`src/rtl/pgwr_pkg.sv`:
```
package pgwr_pkg;
    typedef enum logic {
        SEQ_IDLE = 1'b0,
        SEQ_RUN  = 1'b1
    } seq_state_e;
endpackage

```
`src/rtl/pgwr_addr_ctr.sv`:
```
// Word address counter: loads a full address, advances only inside the page.
module pgwr_addr_ctr #(
    parameter int ADDR_W = 8,
    parameter int SLOT_W = 3
) (
    input  logic              clk,
    input  logic              rst_n,
    input  logic              load_i,
    input  logic [ADDR_W-1:0] load_val_i,
    input  logic              step_i,
    output logic [ADDR_W-1:0] ptr_o
);
    typedef struct packed {
        logic [ADDR_W-1:0] ptr;
    } ctr_t;

    ctr_t ctr_d, ctr_q;

    always_comb begin
        ctr_d = ctr_q;
        if (load_i) begin
            ctr_d.ptr = load_val_i;
        end else if (step_i) begin
            ctr_d.ptr[SLOT_W-1:0] = ctr_q.ptr[SLOT_W-1:0] + 1'b1;
        end
    end

    always_ff @(posedge clk or negedge rst_n) begin
        if (!rst_n) begin
            ctr_q <= '0;
        end else begin
            ctr_q <= ctr_d;
        end
    end

    assign ptr_o = ctr_q.ptr;
endmodule

```
`src/rtl/pgwr_slot_store.sv`:
```
// Page buffer: one data register and one loaded flag per slot.
module pgwr_slot_store #(
    parameter int PAGE_BYTES = 8,
    parameter int DATA_W     = 8,
    parameter int SLOT_W     = 3
) (
    input  logic                  clk,
    input  logic                  rst_n,
    input  logic                  wr_i,
    input  logic [SLOT_W-1:0]     wr_slot_i,
    input  logic [DATA_W-1:0]     wr_data_i,
    input  logic                  clr_i,
    input  logic [SLOT_W-1:0]     rd_slot_i,
    output logic [DATA_W-1:0]     rd_data_o,
    output logic [PAGE_BYTES-1:0] mask_o
);
    logic [DATA_W-1:0] data_arr [PAGE_BYTES];

    for (genvar s = 0; s < PAGE_BYTES; s++) begin : g_slot
        typedef struct packed {
            logic              vld;
            logic [DATA_W-1:0] data;
        } slot_t;

        slot_t slot_d, slot_q;
        logic  hit;

        assign hit = wr_i && (wr_slot_i == SLOT_W'(s));

        always_comb begin
            slot_d = slot_q;
            if (clr_i) begin
                slot_d.vld = 1'b0;
            end else if (hit) begin
                slot_d.vld  = 1'b1;
                slot_d.data = wr_data_i;
            end
        end

        always_ff @(posedge clk or negedge rst_n) begin
            if (!rst_n) begin
                slot_q <= '0;
            end else begin
                slot_q <= slot_d;
            end
        end

        assign data_arr[s] = slot_q.data;
        assign mask_o[s]   = slot_q.vld;
    end

    assign rd_data_o = data_arr[rd_slot_i];
endmodule

```
`src/rtl/pgwr_commit_seq.sv`:
```
// Self-timed write cycle: scans slots during the first PAGE_BYTES clocks,
// then waits out the rest of WR_CYCLES.
module pgwr_commit_seq
    import pgwr_pkg::*;
#(
    parameter int PAGE_BYTES = 8,
    parameter int WR_CYCLES  = 64,
    parameter int SLOT_W     = 3
) (
    input  logic              clk,
    input  logic              rst_n,
    input  logic              go_i,
    output logic              busy_o,
    output logic              win_o,
    output logic [SLOT_W-1:0] slot_o,
    output logic              done_o
);
    localparam int CNT_W = $clog2(WR_CYCLES + 1);
    localparam logic [CNT_W-1:0] LAST_CNT  = CNT_W'(WR_CYCLES - 1);
    localparam logic [CNT_W-1:0] SCAN_LEN  = CNT_W'(PAGE_BYTES);

    typedef struct packed {
        seq_state_e       st;
        logic [CNT_W-1:0] cnt;
    } seq_t;

    seq_t seq_d, seq_q;
    logic last_w;

    assign last_w = (seq_q.st == SEQ_RUN) && (seq_q.cnt == LAST_CNT);

    always_comb begin
        seq_d = seq_q;
        unique case (seq_q.st)
            SEQ_IDLE: begin
                if (go_i) begin
                    seq_d.st  = SEQ_RUN;
                    seq_d.cnt = '0;
                end
            end
            SEQ_RUN: begin
                if (last_w) begin
                    seq_d.st  = SEQ_IDLE;
                    seq_d.cnt = '0;
                end else begin
                    seq_d.cnt = seq_q.cnt + 1'b1;
                end
            end
            default: seq_d = '0;
        endcase
    end

    always_ff @(posedge clk or negedge rst_n) begin
        if (!rst_n) begin
            seq_q <= '{st: SEQ_IDLE, cnt: '0};
        end else begin
            seq_q <= seq_d;
        end
    end

    assign busy_o = (seq_q.st == SEQ_RUN);
    assign win_o  = busy_o && (seq_q.cnt < SCAN_LEN);
    assign slot_o = seq_q.cnt[SLOT_W-1:0];
    assign done_o = last_w;
endmodule

```
`src/rtl/pgwr_engine.sv`:
```
module pgwr_engine #(
    parameter int ADDR_W     = 8,
    parameter int DATA_W     = 8,
    parameter int PAGE_BYTES = 8,
    parameter int WR_CYCLES  = 64
) (
    input  logic              clk,
    input  logic              rst_n,
    input  logic              load_addr_i,
    input  logic [ADDR_W-1:0] load_val_i,
    input  logic              byte_vld_i,
    input  logic [DATA_W-1:0] byte_val_i,
    input  logic              stop_i,
    input  logic              start_i,
    input  logic              wp_i,
    output logic              arr_we_o,
    output logic [ADDR_W-1:0] arr_addr_o,
    output logic [DATA_W-1:0] arr_wdata_o,
    output logic              busy_o,
    output logic [ADDR_W-1:0] ptr_o
);
    localparam int SLOT_W = $clog2(PAGE_BYTES);

    logic                  accept_w;
    logic                  cmd_abort_w, cmd_stop_w, cmd_load_w, cmd_byte_w;
    logic                  go_w, clr_w, done_w, win_w;
    logic [SLOT_W-1:0]     scan_slot_w;
    logic [DATA_W-1:0]     rd_data_w;
    logic [PAGE_BYTES-1:0] mask_w;

    // Command decode with fixed priority, all gated off while busy.
    assign accept_w    = !busy_o;
    assign cmd_abort_w = accept_w && start_i;
    assign cmd_stop_w  = accept_w && !start_i && stop_i;
    assign cmd_load_w  = accept_w && !start_i && !stop_i && load_addr_i;
    assign cmd_byte_w  = accept_w && !start_i && !stop_i && !load_addr_i && byte_vld_i;

    assign go_w  = cmd_stop_w && (|mask_w) && !wp_i;
    assign clr_w = cmd_abort_w || cmd_load_w || (cmd_stop_w && !go_w) || done_w;

    pgwr_addr_ctr #(
        .ADDR_W (ADDR_W),
        .SLOT_W (SLOT_W)
    ) ctr_i (
        .clk        (clk),
        .rst_n      (rst_n),
        .load_i     (cmd_load_w),
        .load_val_i (load_val_i),
        .step_i     (cmd_byte_w),
        .ptr_o      (ptr_o)
    );

    pgwr_slot_store #(
        .PAGE_BYTES (PAGE_BYTES),
        .DATA_W     (DATA_W),
        .SLOT_W     (SLOT_W)
    ) store_i (
        .clk       (clk),
        .rst_n     (rst_n),
        .wr_i      (cmd_byte_w),
        .wr_slot_i (ptr_o[SLOT_W-1:0]),
        .wr_data_i (byte_val_i),
        .clr_i     (clr_w),
        .rd_slot_i (scan_slot_w),
        .rd_data_o (rd_data_w),
        .mask_o    (mask_w)
    );

    pgwr_commit_seq #(
        .PAGE_BYTES (PAGE_BYTES),
        .WR_CYCLES  (WR_CYCLES),
        .SLOT_W     (SLOT_W)
    ) seq_i (
        .clk    (clk),
        .rst_n  (rst_n),
        .go_i   (go_w),
        .busy_o (busy_o),
        .win_o  (win_w),
        .slot_o (scan_slot_w),
        .done_o (done_w)
    );

    assign arr_we_o    = win_w && mask_w[scan_slot_w];
    assign arr_addr_o  = {ptr_o[ADDR_W-1:SLOT_W], scan_slot_w};
    assign arr_wdata_o = rd_data_w;
endmodule

```
`config.mk`:
```
export PLATFORM = sky130hd
export DESIGN_NAME = pgwr_engine
export DESIGN_NICKNAME = d
export VERILOG_FILES = /design/src/rtl/pgwr_pkg.sv /design/src/rtl/pgwr_addr_ctr.sv /design/src/rtl/pgwr_slot_store.sv /design/src/rtl/pgwr_commit_seq.sv /design/src/rtl/pgwr_engine.sv
export SDC_FILE = /design/constraint.sdc
export NUM_CORES = 1
export LEC_CHECK = 0
export BUFFER_PORTS_ARGS = -buffer_cell sky130_fd_sc_hd__buf_2
export CAP_MARGIN = 20
export CORE_MARGIN = 4
export CORE_UTILIZATION = 40
export CTS_CLUSTER_SIZE = 30
export DETAILED_ROUTE_END_ITERATION = 7
export PLACE_DENSITY = 0.72
export SLEW_MARGIN = 20
export SYNTH_ARGS = -nofsm -noshare
export SYNTH_HDL_FRONTEND = slang
export SYNTH_SLANG_ARGS = --single-unit
```
`constraint.sdc`:
```
create_clock -name clk -period 1.8 [get_ports clk]
set_input_delay 0.36 -clock clk [delete_from_list [all_inputs] [get_ports clk]]
set_output_delay 0.36 -clock clk [all_outputs]
set_load 0.005 [all_outputs]
```
* Word level (Yosys, flattened, before mapping)
Index checks and enable logic that the tools add are counted.
** Word-level totals
- Output and inout bits :: 26
- Bits in latches :: 0
- Register bits :: 88
- ROM bits :: 0
- RAM bits :: 0
- Input bits :: 23
- Memories kept :: 0
- Logic and storage cells :: 113
** Cells by class
- Equal/unequal tests :: 9
- Multipliers :: 0
- $add $sub $neg :: 2
- Shift-type cells :: 0
- Bitwise operators :: 3
- Mux-type cells :: 27
- Reductions and logical operators :: 49
- Divide/modulo/power cells :: 0
- Order comparisons :: 3
** Operator list (count)
- two-way mux 9 bit :: 8
- binary-select mux 8 bit (select 3 bit) :: 1
- two-way mux 8 bit :: 3
- logical AND 1 bit :: 21
- nonzero test 2 bit :: 9
- one-hot mux 8 bit (2 select lines) :: 1
- AND reduction 2 bit :: 8
- == test 3 bit (second input constant) :: 4
- two-way mux 1 bit :: 10
- OR reduction 8 bit :: 1
- adder 7 x 1 -> 7 bit (second input constant) :: 1
- == test 7 x 6 -> 1 bit (second input constant) :: 1
- less-than comparator 7 x 4 -> 1 bit (second input constant) :: 1
- two-way mux 7 bit :: 1
- == test 3 x 2 -> 1 bit (second input constant) :: 2
- logical NOT 1 bit :: 6
- two-way mux 3 bit :: 2
- >= comparator 4 bit (second input constant) :: 1
- less-than comparator 3 x 4 -> 1 bit (second input constant) :: 1
- NOT 3 -> 4 bit :: 1
- adder 3 x 1 -> 3 bit (second input constant) :: 1
- binary-select mux 1 bit (select 3 bit) :: 1
- == test 3 x 1 -> 1 bit (second input constant) :: 1
- logical NOT 3 bit :: 1
- other kinds (3) :: 6

* Depth between registers and ports, before layout
- Word-level depth :: 11
- Depth in mapped cells :: 6

* Hierarchy
From an unflattened synthesis, not the netlist that was laid out.
** Second synthesis, totals
- Cells, all modules :: 285
- Area total of the unflattened synthesis :: 4230.3 um2
** Modules (own cells, without submodules)
- pgwr_slot_store :: cells each 192, instances 1, seq. area each 1801.7 um2, area each 3283.1 um2
- pgwr_commit_seq :: cells each 44, instances 1, seq. area each 200.2 um2, area each 424.2 um2
- pgwr_addr_ctr :: cells each 25, instances 1, seq. area each 200.2 um2, area each 345.3 um2
- pgwr_engine :: cells each 24, instances 1, seq. area each 0.0 um2, area each 177.7 um2

* Worst setup path after synthesis
Ideal clock, no wire load.
- Path type :: register to output
- Start point :: register seq_i.seq_q (netlist bit seq_i.slot_o[0])
- End point :: output arr_wdata_o[0]
- Arrival time :: 1439 ps
- Path slack :: 1 ps
- Stages on the path, launching flop included :: 4
- Buffers on the path :: 1
- Data required time :: 1440 ps
- Path through :: dfrtp_1 buf_2 mux4_2 mux2_2
** On the way
- Longest elaborated chain between the ends :: 4
** RTL lines
- from (decl) :: line pgwr_commit_seq.sv:27 : seq_t seq_d, seq_q;
- from (signal assigned) :: line pgwr_commit_seq.sv:55 : seq_q <= '{st: SEQ_IDLE, cnt: '0};
- from (signal assigned) :: line pgwr_commit_seq.sv:57 : seq_q <= seq_d;
- NOT 3 -> 4 bit (implied by the code) :: line pgwr_slot_store.sv:52 : assign rd_data_o = data_arr[rd_slot_i];
- binary-select mux 8 bit (select 3 bit) :: line pgwr_slot_store.sv:52
- two-way mux 8 bit (implied by the code) (2 in series) :: line pgwr_slot_store.sv:52
- to (decl) :: line pgwr_engine.sv:18 : output logic [DATA_W-1:0] arr_wdata_o,
No other way between the ends. The select of a mux whose other input is x is not followed.

* Final worst setup path
- Start point :: register seq_i.seq_q (netlist bit seq_i.slot_o[0])
- End point :: output arr_wdata_o[5]
Same word-level chain as after synthesis.

==> flow_results.org <==
** Timing
- Transition at the pin with the smallest max-transition slack :: 459 ps
- The total count of max-transition violations in the final report was 0.
- Headroom to the max-slew limit came out at 0.694.
- Clock tree skew after final layout :: 14.7 ps
- The final hold violation count came to 0.
- After layout, the worst setup slack is -469 ps.
- Derived from the worst setup path, the maximum achievable clock frequency is 0.441 GHz.
- RSZ-0062 raised after global routing :: yes
- Final Critical Period :: 2270 ps
- Of the available clock period, the critical path in the final layout requires 1.26.
- Setup violations remaining at the end of the flow were counted as 11.

** Route
- Via Count :: 2578
- Detail Route Antenna Nets :: 0
- After detailed routing, the number of remaining DRC violations is 0.
- Before antenna repair, the detailed router went through 4 iterations.
- Routed via count divided by cell count :: 5.23
- Total Wirelength :: 8300 um
- For this block, the initial DRC count from the detailed router was 119.
- After detailed routing, the average wire length per cell comes to 16.8 um.

** Critical path
- Along the worst path, the maximum fanout reaches 6.
- Register-to-Register Setup Slack :: -10 ps
- Counting cells, the worst reg-to-reg path comes to 8.
- Data arrival at the endpoint of the critical path :: 1910 ps
- Critical path startpoint category :: register
- The worst setup path is captured at an output pin.
- Tracing the worst setup path back leads to its startpoint at seq_i.slot_o[0].
- Endpoint of the lowest-slack register-to-register path :: seq_i.slot_o[0]
- Worst r2r src :: seq_i.slot_o[0]
- Critical Path Sink :: arr_wdata_o[5]
- Type of the worst setup path :: reg -> out
- For the worst setup path, the data required time is 1440 ps.

** Flow run
- Maximum Capacitance Violations :: 0

** Die
- Die outline width :: 110 um
- Total number of placement rows :: 37
- The die is 110 um tall.
- For this design the top-level I/O count stands at 49.
- Total Die Area :: 0.0122 mm^2
- Core box area :: 0.0103 mm^2
- Starting utilization of the core area :: 0.407

** GRT
- For this run, the total global-route usage over all layers was measured as 0.154.
- Leftover overflow at the end of global routing :: 0
- Global-route wire length before repair :: 14100 um
- Via count of the first global-routing pass :: 2722
- Number of antenna violations at the first check in global routing :: 0
- Pin count of the biggest net entering global routing :: 43

** Pwr
- Post-route total power :: 7.72 mW
- Power density over the cells :: 1530 mW/mm^2
- Summed over all cells, the static leakage comes to 2.41 nW.
- VDD sags by at most 0.652 mV.

** Clock network
- Clock slew at the register clock pins of the worst setup and hold paths :: 90 ps
- TritonCTS built the clock tree.
- Htree depth :: 3
- Number of clock buffers inserted by TritonCTS :: 9
- In this run the deepest clock path goes through 2 buffers.
- Clock tree sinks :: 88
- The later pin in the worst-skew pair is clocked with a latency of 360 ps.
- CTS placed an instance of sky130_fd_sc_hd__clkbuf_8 at the clock tree root.

** Logic synthesis
- Among all flip-flop cells after synthesis, the most frequent one is sky130_fd_sc_hd__dfrtp_1.
- Warnings from Yosys :: 0
- Dominant cell type by area after synthesis :: sky130_fd_sc_hd__dfrtp_1
- After technology mapping, the gate count stands at 287.
- Number of enable-type register cells in the synthesized netlist :: 0
- Dividing the synthesized area by the synthesized cell count gives 14.6 um^2.
- In this run the cell area of the synthesized design comes to 0.00418 mm^2.
- The number of nets in the synthesized netlist is 317.
- After synthesis the netlist holds a flip-flop and latch count of 88.
- The share of synthesized area in the top cell type comes to 0.526.
- Async S/R FF share, synth :: 1.00
- List of most frequent post-synthesis cells :: sky130_fd_sc_hd__dfrtp_1, sky130_fd_sc_hd__mux2_2, sky130_fd_sc_hd__mux4_2
- Sorting the synthesized cells by area gives the leading types as sky130_fd_sc_hd__dfrtp_1, sky130_fd_sc_hd__mux2_2, sky130_fd_sc_hd__mux4_2.
- Number of distinct standard cells referenced by the synthesized netlist :: 36
- Most common cell in the netlist :: sky130_fd_sc_hd__dfrtp_1
- Of the synthesized area, sequential elements account for 0.526.

** Final layout
- In the final layout, the share of cells above drive strength 1 is 0.543.
- 0 antenna diodes ended up in the layout.
- Area overhead of the layout relative to synthesis :: 20.3%
- For this run, the share of the core covered by cells in the final layout is 0.490.
- Net count, final :: 382

** Run status
- Outcome :: finished with violations
- Violations in the final reports :: negative setup slack

** Worst hold path
- Worst Hold Class :: in -> reg

** Placement
- Routability-driven placement finished with a final weighted congestion of 0.758.
- The count of buffers added on input and output ports is 48.
- Detailed placement finished with a half-perimeter wire length of 5800 um.
[worst min-delay path by stage]
stage                     end  cells past startpoint  slack (ps)           from
2_1_floorplan  ctr_i.ptr_o[0]                      0          60          rst_n
3_3_place_gp   ctr_i.ptr_o[5]                      1         350          rst_n
3_5_place_dp   ctr_i.ptr_o[6]                      1         350          rst_n
4_1_cts        ctr_i.ptr_o[3]                      2         210  load_val_i[3]
5_1_grt        ctr_i.ptr_o[6]                      2         220  load_val_i[6]
6_report       ctr_i.ptr_o[3]                      2         230  load_val_i[3]
[layout make-up]
class	instances	area [um^2]
clock inverter	7	101
clock buffer	9	124
fill	928	5250
timing repair buffer	71	518
tap	136	170
sequential	88	2200
inverter	13	48.8
multi-input combinational	169	1870
[state kept, by name (all words and copies together) (netlist names)]
name / count
store_i.data_arr: 64
store_i.mask_o: 8
seq_i.slot_o: 3
seq_i.busy_o: 1
ctr_i.ptr_o: 8
seq_i.seq_q: 4
[where the power goes]
group	internal [mW]	leakage, nW	switching, mW	total, mW
Sequential	2.67	1.17	0.420	3.09
Combinational	1.93	1.13	1.16	3.09
Clock	0.794	0.106	0.745	1.54
[kinds of logic (layout without fill, tap and decap cells)]
family | after synthesis | after routing | synth area share
multiplexers | 97 | 97 | 0.309
flip-flops | 88 | 88 | 0.526
AND/OR/NAND/NOR | 34 | 34 | 0.0574
buffers and inverters | 30 | 100 | 0.0377
AO/OA/AOI/OAI | 29 | 29 | 0.0440
adder cells (fa/ha/maj) | 7 | 7 | 0.0209
XOR/XNOR | 2 | 2 | 0.00419
[routing by layer]
layer / routed length [um] / GRT usage / up-vias / share of wire
met5: 0 / 0 / - / 0
met4: 111 / 0.0369 / 0 / 0.013
met3: 338 / 0.0384 / 12 / 0.041
met2: 4030 / 0.250 / 48 / 0.49
met1: 3810 / 0.210 / 1328 / 0.46
li1: - / - / 1190 / -
[cells in the final DEF, fill, tap and decap left out, types with 2 or more instances in the layout]
master / synthesis / layout
sky130_fd_sc_hd__nand3_4: 3 / 3
sky130_fd_sc_hd__o21a_1: 2 / 2
sky130_fd_sc_hd__nand2_1: 4 / 4
sky130_fd_sc_hd__clkinvlp_4: 0 / 2
sky130_fd_sc_hd__inv_1: 13 / 13
sky130_fd_sc_hd__nor3b_1: 2 / 2
sky130_fd_sc_hd__buf_16: 0 / 2
sky130_fd_sc_hd__nor4_1: 2 / 2
sky130_fd_sc_hd__mux4_2: 18 / 18
sky130_fd_sc_hd__bufinv_16: 0 / 2
sky130_fd_sc_hd__clkbuf_8: 0 / 9
sky130_fd_sc_hd__nand2_2: 5 / 5
sky130_fd_sc_hd__a211o_1: 2 / 2
sky130_fd_sc_hd__buf_2: 6 / 42
sky130_fd_sc_hd__o21ai_1: 0 / 5
sky130_fd_sc_hd__buf_4: 10 / 18
sky130_fd_sc_hd__and3_1: 3 / 3
sky130_fd_sc_hd__mux2_4: 0 / 7
sky130_fd_sc_hd__nand3_1: 4 / 3
sky130_fd_sc_hd__mux2_2: 77 / 70
sky130_fd_sc_hd__o22ai_1: 3 / 3
sky130_fd_sc_hd__buf_6: 0 / 6
sky130_fd_sc_hd__dfrtp_1: 88 / 87
sky130_fd_sc_hd__o21ai_0: 11 / 6
sky130_fd_sc_hd__ha_1: 7 / 6
sky130_fd_sc_hd__o31a_1: 2 / 2
sky130_fd_sc_hd__inv_6: 0 / 2
sky130_fd_sc_hd__a22o_1: 3 / 3
sky130_fd_sc_hd__nand2b_1: 2 / 2
sky130_fd_sc_hd__buf_12: 0 / 2
sky130_fd_sc_hd__nor2_1: 3 / 3
sky130_fd_sc_hd__a21oi_1: 4 / 4
[worst max-delay path, cell delays in order (launching register included)]
cell	delay (ps)
sky130_fd_sc_hd__dfrtp_2	390
sky130_fd_sc_hd__buf_6	130
sky130_fd_sc_hd__buf_12	130
sky130_fd_sc_hd__mux4_2	490
sky130_fd_sc_hd__mux2_4	290
sky130_fd_sc_hd__buf_6	120
[stage by stage]
step | TNS, ps | instance area, um^2 | hold slack [ps] | setup slack [ps] | cells
3_5_place_dp | -692 | 4640 | 347 | -90.2 | 469
2_1_floorplan | 0 | 4180 | 64.4 | 1.13 | 287
4_1_cts | -4170 | 5040 | 214 | -483 | 494
5_1_grt | -5090 | 5030 | 221 | -529 | 493
6_report | -3940 | 5030 | 231 | -469 | 493
3_3_place_gp | -371 | 4640 | 346 | -58.0 | 469
[repair_timing]
item                                    4_1_cts  5_1_grt
resized for setup                            16        8
endpoints found under the hold margin        34        0
cloned                                        2        0
pin swaps                                     2        1
hold buffers                                  1        0
buffers inserted                              6        0
endpoints found under the setup margin       19       20
No activity file was read; power rests on OpenSTA's default activity.
